$ cat config.mk
export PLATFORM = sky130hd
export DESIGN_NAME = trap_seq
export DESIGN_NICKNAME = d
export VERILOG_FILES = /design/src/rtl/trap_seq_pkg.sv /design/src/rtl/trap_seq_vec.sv /design/src/rtl/trap_seq_ctrl.sv /design/src/rtl/trap_seq.sv
export SDC_FILE = /design/constraint.sdc
export NUM_CORES = 1
export LEC_CHECK = 0
export BUFFER_PORTS_ARGS = -buffer_cell sky130_fd_sc_hd__buf_2
export CORE_MARGIN = 2
export CORE_UTILIZATION = 40
export CTS_CLUSTER_SIZE = 28
export DETAILED_ROUTE_END_ITERATION = 10
export GPL_TIMING_DRIVEN = 0
export SKIP_CTS_REPAIR_TIMING = 1
export SLEW_MARGIN = 20
export SYNTH_ARGS = -nofsm -noshare
export SYNTH_HDL_FRONTEND = slang
export SYNTH_SLANG_ARGS = --single-unit
$ cat constraint.sdc
create_clock -name clk -period 4.39 [get_ports clk]
set_input_delay 0.439 -clock clk [delete_from_list [all_inputs] [get_ports clk]]
set_output_delay 0.439 -clock clk [all_outputs]
set_load 0.02 [all_outputs]
$ cat src/rtl/trap_seq_pkg.sv
package trap_seq_pkg;

    typedef enum logic [2:0] {
        ST_IDLE,
        ST_PUSH_PS,
        ST_PUSH_PC,
        ST_VEC_RD,
        ST_POP_PC,
        ST_POP_PS,
        ST_COMMIT
    } seq_state_t;

    typedef enum logic [1:0] {
        OP_NONE,
        OP_TRAP,
        OP_EMU,
        OP_RET
    } seq_op_t;

    localparam int PS_BIT_I = 4;
    localparam int PS_BIT_S = 5;

endpackage

$ cat src/rtl/trap_seq_vec.sv
module trap_seq_vec #(
    parameter int DATA_W  = 32,
    parameter int NUM_W   = 8,
    parameter int VEC_TOP = 'h3FC,
    parameter int EMU_OFF = 'h3D8
) (
    input  logic [DATA_W-1:0] tbr,
    input  logic [NUM_W-1:0]  num,
    input  logic              is_emu,
    output logic [DATA_W-1:0] vec_addr
);
    logic [DATA_W-1:0] scaled;

    // entries are words, counted downward from the top of the table
    assign scaled = DATA_W'(num) << 2;

    always_comb begin
        if (is_emu) begin
            vec_addr = tbr + DATA_W'(EMU_OFF);
        end else begin
            vec_addr = tbr + DATA_W'(VEC_TOP) - scaled;
        end
    end
endmodule

$ cat src/rtl/trap_seq_ctrl.sv
module trap_seq_ctrl
    import trap_seq_pkg::*;
(
    input  logic       clk,
    input  logic       rst_n,
    input  seq_op_t    start_op,
    input  logic       mem_ready,
    output seq_state_t state
);
    seq_state_t state_nx;

    always_ff @(posedge clk) begin
        if (!rst_n) begin
            state <= ST_IDLE;
        end else begin
            state <= state_nx;
        end
    end

    always_comb begin
        state_nx = state;
        unique case (state)
            ST_IDLE: begin
                if (start_op == OP_TRAP || start_op == OP_EMU) begin
                    state_nx = ST_PUSH_PS;
                end else if (start_op == OP_RET) begin
                    state_nx = ST_POP_PC;
                end
            end
            ST_PUSH_PS: if (mem_ready) state_nx = ST_PUSH_PC;
            ST_PUSH_PC: if (mem_ready) state_nx = ST_VEC_RD;
            ST_VEC_RD:  if (mem_ready) state_nx = ST_COMMIT;
            ST_POP_PC:  if (mem_ready) state_nx = ST_POP_PS;
            ST_POP_PS:  if (mem_ready) state_nx = ST_COMMIT;
            ST_COMMIT:  state_nx = ST_IDLE;
            default:    state_nx = ST_IDLE;
        endcase
    end
endmodule

$ cat src/rtl/trap_seq.sv
module trap_seq
    import trap_seq_pkg::*;
#(
    parameter int DATA_W  = 32,
    parameter int NUM_W   = 8,
    parameter int VEC_TOP = 'h3FC,
    parameter int EMU_OFF = 'h3D8
) (
    input  logic              clk,
    input  logic              rst_n,
    input  logic              req_trap,
    input  logic              req_emu,
    input  logic              req_ret,
    input  logic [NUM_W-1:0]  trap_num,
    input  logic [DATA_W-1:0] arch_pc,
    input  logic [DATA_W-1:0] arch_ps,
    input  logic [DATA_W-1:0] arch_ssp,
    input  logic [DATA_W-1:0] arch_gsp,
    input  logic [DATA_W-1:0] arch_tbr,
    output logic              busy,
    output logic              commit,
    output logic [DATA_W-1:0] new_pc,
    output logic [DATA_W-1:0] new_ps,
    output logic [DATA_W-1:0] new_ssp,
    output logic [DATA_W-1:0] new_gsp,
    output logic              mem_req,
    output logic              mem_we,
    output logic [DATA_W-1:0] mem_addr,
    output logic [DATA_W-1:0] mem_wdata,
    input  logic [DATA_W-1:0] mem_rdata,
    input  logic              mem_ready
);
    localparam logic [DATA_W-1:0] WORD    = DATA_W'(4);
    localparam logic [DATA_W-1:0] TWO_WD  = DATA_W'(8);
    localparam logic [DATA_W-1:0] INSN_SZ = DATA_W'(2);
    localparam logic [DATA_W-1:0] MASK_S  = DATA_W'(1) << PS_BIT_S;
    localparam logic [DATA_W-1:0] MASK_IS = MASK_S | (DATA_W'(1) << PS_BIT_I);

    seq_state_t state;
    seq_op_t    sel_op;
    seq_op_t    op_q;

    logic [DATA_W-1:0] pc_q, ps_q, ssp_q, gsp_q, tbr_q;
    logic [NUM_W-1:0]  num_q;
    logic [DATA_W-1:0] vec_addr;
    logic [DATA_W-1:0] res_pc, res_ps, res_ssp, res_gsp;

    // fixed priority among simultaneous requests
    always_comb begin
        if (req_trap)      sel_op = OP_TRAP;
        else if (req_emu)  sel_op = OP_EMU;
        else if (req_ret)  sel_op = OP_RET;
        else               sel_op = OP_NONE;
    end

    trap_seq_ctrl u_ctrl (
        .clk       (clk),
        .rst_n     (rst_n),
        .start_op  ((state == ST_IDLE) ? sel_op : OP_NONE),
        .mem_ready (mem_ready),
        .state     (state)
    );

    trap_seq_vec #(
        .DATA_W  (DATA_W),
        .NUM_W   (NUM_W),
        .VEC_TOP (VEC_TOP),
        .EMU_OFF (EMU_OFF)
    ) u_vec (
        .tbr      (tbr_q),
        .num      (num_q),
        .is_emu   (op_q == OP_EMU),
        .vec_addr (vec_addr)
    );

    // capture and result registers
    always_ff @(posedge clk) begin
        if (!rst_n) begin
            op_q    <= OP_NONE;
            pc_q    <= '0;
            ps_q    <= '0;
            ssp_q   <= '0;
            gsp_q   <= '0;
            tbr_q   <= '0;
            num_q   <= '0;
            res_pc  <= '0;
            res_ps  <= '0;
            res_ssp <= '0;
            res_gsp <= '0;
        end else begin
            if (state == ST_IDLE && sel_op != OP_NONE) begin
                op_q  <= sel_op;
                pc_q  <= arch_pc;
                ps_q  <= arch_ps;
                ssp_q <= arch_ssp;
                gsp_q <= arch_gsp;
                tbr_q <= arch_tbr;
                num_q <= trap_num;
            end
            if (mem_ready) begin
                unique case (state)
                    ST_VEC_RD: begin
                        res_pc  <= mem_rdata;
                        res_ps  <= ps_q & ~((op_q == OP_EMU) ? MASK_S : MASK_IS);
                        res_ssp <= ssp_q - TWO_WD;
                        res_gsp <= gsp_q;
                    end
                    ST_POP_PC: begin
                        res_pc <= mem_rdata;
                    end
                    ST_POP_PS: begin
                        res_ps  <= mem_rdata;
                        res_ssp <= ssp_q;
                        res_gsp <= gsp_q + TWO_WD;
                    end
                    default: ;
                endcase
            end
        end
    end

    // outputs decoded from the state
    always_comb begin
        mem_req   = 1'b0;
        mem_we    = 1'b0;
        mem_addr  = '0;
        mem_wdata = '0;
        unique case (state)
            ST_PUSH_PS: begin
                mem_req   = 1'b1;
                mem_we    = 1'b1;
                mem_addr  = ssp_q - WORD;
                mem_wdata = ps_q;
            end
            ST_PUSH_PC: begin
                mem_req   = 1'b1;
                mem_we    = 1'b1;
                mem_addr  = ssp_q - TWO_WD;
                mem_wdata = pc_q + INSN_SZ;
            end
            ST_VEC_RD: begin
                mem_req  = 1'b1;
                mem_addr = vec_addr;
            end
            ST_POP_PC: begin
                mem_req  = 1'b1;
                mem_addr = gsp_q;
            end
            ST_POP_PS: begin
                mem_req  = 1'b1;
                mem_addr = gsp_q + WORD;
            end
            default: ;
        endcase
    end

    assign busy    = (state != ST_IDLE);
    assign commit  = (state == ST_COMMIT);
    assign new_pc  = res_pc;
    assign new_ps  = res_ps;
    assign new_ssp = res_ssp;
    assign new_gsp = res_gsp;

endmodule

== After elaboration in Yosys (flattened, before gate mapping) ==
Cells that the tools add are included.

* Bits in registers: 301
* Output and inout bits: 196
* Logic and storage cells: 70

* $add $sub $neg: 8
* Equality and inequality tests: 15
* Mux-type cells: 20
* Bitwise gates (word level): 2
* Reduce and logical (&&, ||, !) cells: 13

{| class="wikitable"
|+ Operator list
! cell !! number
|-
| case mux 32 bit (2 select lines) || 4
|-
| case mux 32 bit (5 select lines) || 1
|-
| adder 32 x 10 -> 32 bit (second input constant) || 2
|-
| adder 32 x 2 -> 32 bit (second input constant) || 1
|-
| adder 32 x 3 -> 32 bit (second input constant) || 1
|-
| adder 32 x 4 -> 32 bit (second input constant) || 1
|-
| AND 32 bit || 1
|-
| two-way mux 32 bit || 1
|-
| inverter 6 -> 32 bit || 1
|-
| subtractor 32 x 10 -> 32 bit || 1
|-
| subtractor 32 x 3 -> 32 bit (second input constant) || 1
|-
| subtractor 32 x 4 -> 32 bit (second input constant) || 1
|-
| two-way mux 3 bit || 6
|-
| case mux 3 bit (5 select lines) || 1
|-
| equality test 3 bit (second input constant) || 3
|-
| two-way mux 2 bit || 4
|-
| equality test 2 bit (second input constant) || 3
|-
| equality test 3 x 2 -> 1 bit (second input constant) || 2
|-
| inequality test 2 bit (second input constant) || 3
|-
| OR reduction 2 bit || 3
|-
| two-way mux 5 bit || 1
|-
| AND reduction 5 bit || 1
|-
| OR reduction 5 bit || 1
|-
| AND reduction 2 bit || 2
|-
| 10 further kinds || 12
|}

== Logic depth before layout (Yosys ltp) ==
* Depth after elaboration: 8
* Gate-level depth with buffers: 12

== Hierarchy ==
A second synthesis with hierarchy kept.

* Cell total of the unflattened synthesis: 2,499
* Area total of the unflattened synthesis: 17,885.9 um^2

{| class="wikitable"
|+ Modules (own cells, without submodules)
! module !! times used !! cells an instance !! area each (um^2) !! seq. area each (um^2)
|-
| trap_seq || 1 || 2,035 || 14,756.7 || 5,965.7
|-
| trap_seq_vec || 1 || 445 || 2,966.6 || 0.0
|-
| trap_seq_ctrl || 1 || 19 || 162.7 || 60.1
|}

== Worst setup path before layout ==
OpenSTA, ideal clock, no wires.

* Kind: register to output
* Start point: reg tbr_q[7]
* End point: out mem_addr[25]
* Arrival: 2.890 ns
* Required time: 3.951 ns
* Slack: 1.061 ns
* Stages on the path, launching flop included: 12
* Path buffers: 0
* Cells stage by stage: dfxtp_1 inv_1 ha_1 inv_1 ha_1 and3_1 a221oi_1 a211o_1 a21oi_1 o31ai_1 a31oi_1 o21ai_0

* Word-level cells in the longest chain between the ends: 4
* Elaborated cells on any way between the ends: 5
* Classes of those cells: add/sub: 3; mux: 2

{| class="wikitable"
|+ RTL lines
! what !! RTL line !! text
|-
| start: declaration || trap_seq.sv:43 || <nowiki>logic [DATA_W-1:0] pc_q, ps_q, ssp_q, gsp_q, tbr_q;</nowiki>
|-
| start signal: assignment || trap_seq.sv:97 || <nowiki>tbr_q <= arch_tbr;</nowiki>
|-
| adder 32 x 10 -> 32 bit || trap_seq_vec.sv:21 || <nowiki>vec_addr = tbr + DATA_W'(VEC_TOP) - scaled;</nowiki>
|-
| subtractor 32 x 10 -> 32 bit || trap_seq_vec.sv:21 ||
|-
| two-way mux 32 bit * || trap_seq_vec.sv:18 || <nowiki>if (is_emu) begin</nowiki>
|-
| case mux 32 bit (5 select lines) * || trap_seq.sv:128 || <nowiki>unique case (state)</nowiki>
|-
| end: declaration || trap_seq.sv:28 || <nowiki>output logic [DATA_W-1:0] mem_addr,</nowiki>
|}

Every way passes the cells marked *; elsewhere a longest branch is shown, timed or not.

== Final worst setup path ==
* Start point: reg u_ctrl.state[1]
* End point: out mem_addr[21]

* Word-level cells in the longest chain between the ends: 2
* Elaborated cells on any way between the ends: 6
* Classes of those cells: eq/ne: 5; mux: 1

{| class="wikitable"
|+ RTL lines
! what !! RTL line !! text
|-
| start: declaration || trap_seq_ctrl.sv:8 || <nowiki>output seq_state_t state</nowiki>
|-
| start signal: assignment || trap_seq_ctrl.sv:16 || <nowiki>state <= state_nx;</nowiki>
|-
| equality test 3 bit, or another cell as far along || trap_seq.sv:128 ||
|-
| case mux 32 bit (5 select lines) * || trap_seq.sv:128 ||
|}

Marked as above.

==> results.txt <==
----------------------------------------------------
[Timing]
  Max Transition Viols Final ... 0
  Tcrit/Tclk final ... 0.9870
  Final Hold Violating Endpoints ... 0
  Maximum clock rate ... ~230 MHz
  Slew at the pin with the worst max-slew slack ... a little over 1 ns
  Worst slew margin relative to its limit ... 0.3248
  Endpoints failing setup ... 0
  Setup ws final ... ~0.057 ns
  Clock Skew ... 0.02904 ns
  Post-layout min period ... between 4 and 5 ns

[Synth]
  Main combinational cell family by area after synthesis ... simple AND/OR/NAND/NOR gates
  Area share of the leading cell type in the synthesized netlist ... 0.3511
  Post-Syn Nets ... 2,630
  Post-synthesis share of cell area spent on and, or, nand and nor gates ... 0.2511
  Flip-flop and latch count after synthesis ... 301
  Compound-cell area share of the yosys netlist ... 0.2089
  Post-Syn Area per Cell ... around 7.3 um^2
  Sequential element share of the synthesized area ... 0.3511
  Number of distinct library cell variants in the gate-level netlist after synthesis ... 64
  Yosys warning count ... 0
  Library cell occupying the most area in the post-synthesis netlist ... sky130_fd_sc_hd__dfxtp_1
  XOR/XNOR Fraction of Synth Area ... 0.08420
  Synthesized instance count ... 2,358
  Multiplexer share of the synthesized area ... 0.002333
  Synth Flop Type ... sky130_fd_sc_hd__dfxtp_1
  Most area-consuming cells after synthesis ... sky130_fd_sc_hd__dfxtp_1 (35%), sky130_fd_sc_hd__nand2_1 (14%), sky130_fd_sc_hd__a21oi_1 (7.9%)
  Number of enable flip-flop cells after synthesis ... 0
  Mapped Area ... around 0.017 mm^2
  Area share of fa/ha/maj cells after synthesis ... 0.04812
  Asr flop ratio synth ... 0

[Setup path]
  Kind of end point of the critical path ... primary output
  CP Cell Sequence ... clkbuf_1, nor3b_1, nand3_1, a311oi_1, nor2_1, o21ai_0, buf_2
  Category of the most critical setup path ... register to primary output
  CP max FO ... 10
  Critical Path Start Type ... register
  Flop-to-flop setup slack ... roughly 0.43 ns
  Worst endpoint data arrival time ... 3.89 ns
  Critical-path top delay cell ... sky130_fd_sc_hd__a311oi_1
  Worst path max stage delay ... between 0.9 and 1 ns
  Data required time at the worst endpoint ... roughly 4 ns

[Global routing]
  Overflow left after global routing ... 0
  Global-route wire length before repair ... between 100,000 and 150,000 um
  All-layer global routing usage ... 0.3147
  Vias in the first global route ... ~18,000
  Number of antenna violations at the first check in global routing ... 9
  Pin count of the biggest net entering global routing ... 17

[Power and ir drop]
  Overall power ... 13,090 uW
  Leakage power ... 0.008707 uW
  Largest voltage drop on the vdd net ... about 0.36 mV
  Power Density ... 622.5 mW/mm^2

[Drt]
  Residual antenna-violating net count after detailed routing ... 0
  Total routed wire length on the met1 layer ... approximately 30,000 um
  Uppermost routed layer ... met5
  Met2 WL post-DR ... about 35,000 um
  Post-detailed-route wirelength per cell ... roughly 22 um
  Pre-Repair DR Iteration Count ... 6
  Final routed wirelength across all metal layers ... around 73,000 um
  Metal3 WL ... roughly 4800 um
  Vias per cell ... about 5.5
  Initial DRC Count ... 1,457
  DRC errors left ... 0
  Number of vias in the routed layout ... 18,600

[Placed design]
  Pre-CTS setup slack ... ~0.33 ns
  Buffers on Ports ... 400
  Weighted congestion at the end of routability-driven global placement ... a little under 1
  Estimated wirelength of the detail-placed design ... 58,840 um

[Final layout]
  Final Net Count ... about 3,100
  Leading cell types in the layout, fill and taps excluded ... sky130_fd_sc_hd__nand2_1 (635), sky130_fd_sc_hd__buf_2 (424), sky130_fd_sc_hd__dfxtp_1 (296), sky130_fd_sc_hd__a21oi_1 (269), sky130_fd_sc_hd__nor2_1 (172)
  Layout-stage area growth over the synthesis result ... 22.50%
  Fraction of final layout cells with drive strength greater than 1 ... 0.1876
  Most common cell after layout, fill and taps aside ... sky130_fd_sc_hd__nand2_1

[Job]
  Total of max-cap violations ... 0

[Clocking]
  Clock buffer count from CTS ... 31
  Clk Latency, worst-skew pair ... 0.61 ns
  Clk Tree Root Cell ... sky130_fd_sc_hd__clkbuf_16
  Clock tree from TritonCTS ... built
  Worst-case clock buffer depth ... 3
  Clock input transition at the sequential cells of the worst setup and hold paths ... around 0.07 ns
  Htree depth ... 1
  Clock sink count ... 301

[Floorplan]
  Full die area ... around 0.045 mm^2
  Number of placed I/O pins ... ~400
  Row count ... 75
  Std-Cell Core Area ... 0.04213 mm^2
  Die extent in x ... roughly 210 um
  Vertical extent of the die ... 211.1 um
  Starting utilization of the core area ... 0.4073

[Worst hold path]
  Path type of the worst min-delay path ... primary input to register

[Run status]
  Run status ... completed

----------------------------------------------------
-- worst max-delay path: cells and delay by family (launching register included) --
kind	cells	cell delay [ns]
compound gates	2	1.10
simple gates	3	1.49
flops	1	0.31
buf+inv	2	0.39
-- Yosys cell counts, types with 24 or more instances --
master                     count
sky130_fd_sc_hd__o21ai_0      75
sky130_fd_sc_hd__xnor2_1      83
sky130_fd_sc_hd__dfxtp_1     301
sky130_fd_sc_hd__nor3_1       29
sky130_fd_sc_hd__ha_1         66
sky130_fd_sc_hd__nor2_1      173
sky130_fd_sc_hd__xor2_1       82
sky130_fd_sc_hd__inv_1        66
sky130_fd_sc_hd__clkbuf_1    132
sky130_fd_sc_hd__a21oi_1     272
sky130_fd_sc_hd__nand3_1      42
sky130_fd_sc_hd__buf_2        24
sky130_fd_sc_hd__a211oi_1     54
sky130_fd_sc_hd__nand2_1     635
sky130_fd_sc_hd__a311oi_1     45
sky130_fd_sc_hd__and3_1       30
-- final cells by class --
cell class | instances | area (um^2)
antenna | 6 | 15.01
buffer | 169 | 683.2
clock buffer | 48 | 899.6
clock inverter | 5 | 40.04
fill | 4420 | 21110
inverter | 66 | 247.7
multi-input combinational | 1822 | 10410
sequential | 301 | 6032
tap | 539 | 674.4
timing repair buffer | 403 | 2024
-- layer usage --
layer / global-route usage / vias up
met3: 0.04758 / 148
met4: 0.1161 / 8
met2: 0.5373 / 698
met5: 0 / -
li1: - / 8916
met1: 0.4012 / 8830
-- cell families after synthesis --
family,Yosys count
AO/OA/AOI/OAI,580
XOR/XNOR,165
adder cells (fa/ha/maj),66
buffers and inverters,235
flip-flops,301
multiplexers,4
AND/OR/NAND/NOR,1007
-- stage by stage --
| stage | util | area, um^2 | std cells | hold slack, ns | TNS, ns |
|---|---|---|---|---|---|
| after floorplan | - | 17160 | 2358 | 0.4315 | 0 |
| after global placement | 0.4709 | 19840 | 3297 | 0.4400 | 0 |
| after detailed placement | 0.4709 | 19840 | 3297 | 0.4469 | 0 |
| after CTS | 0.4932 | 20780 | 3350 | 0.05381 | -2.127 |
| after global routing | 0.4989 | 21020 | 3357 | 0.07249 | -0.06429 |
| final | 0.4990 | 21020 | 3359 | 0.06883 | 0 |
-- power breakdown --
| group | leakage, uW | internal (uW) | switching, uW | total, uW |
|---|---|---|---|---|
| combinational | 0.00578 | 2300 | 4530 | 6830 |
| sequential | 0.00246 | 3200 | 528 | 3730 |
| clock | 0.000464 | 1400 | 1130 | 2530 |
| total | 0.00871 | 6900 | 6190 | 13100 |
-- sequential cells by signal, summed over array words and instances, names as in the netlist --
| signal | cells |
|---|---|
| gsp_q | 32 |
| new_gsp | 32 |
| new_pc | 32 |
| new_ps | 32 |
| new_ssp | 32 |
| pc_q | 32 |
| ps_q | 32 |
| ssp_q | 32 |
| tbr_q | 32 |
| num_q | 8 |
| u_ctrl.state | 3 |
| op_q | 2 |
-- path summary, 6_finish.rpt --
path                                endpoint  depth (start not counted)             from
worst max-delay path            mem_addr[21]                          7  u_ctrl.state[1]
worst min-delay path                gsp_q[2]                          3      arch_gsp[2]
worst max register to register       pc_q[0]                         10  u_ctrl.state[1]
worst min register to register    new_ssp[3]                          2       new_ssp[3]
Note: power is estimated with default switching activity, not from simulation.
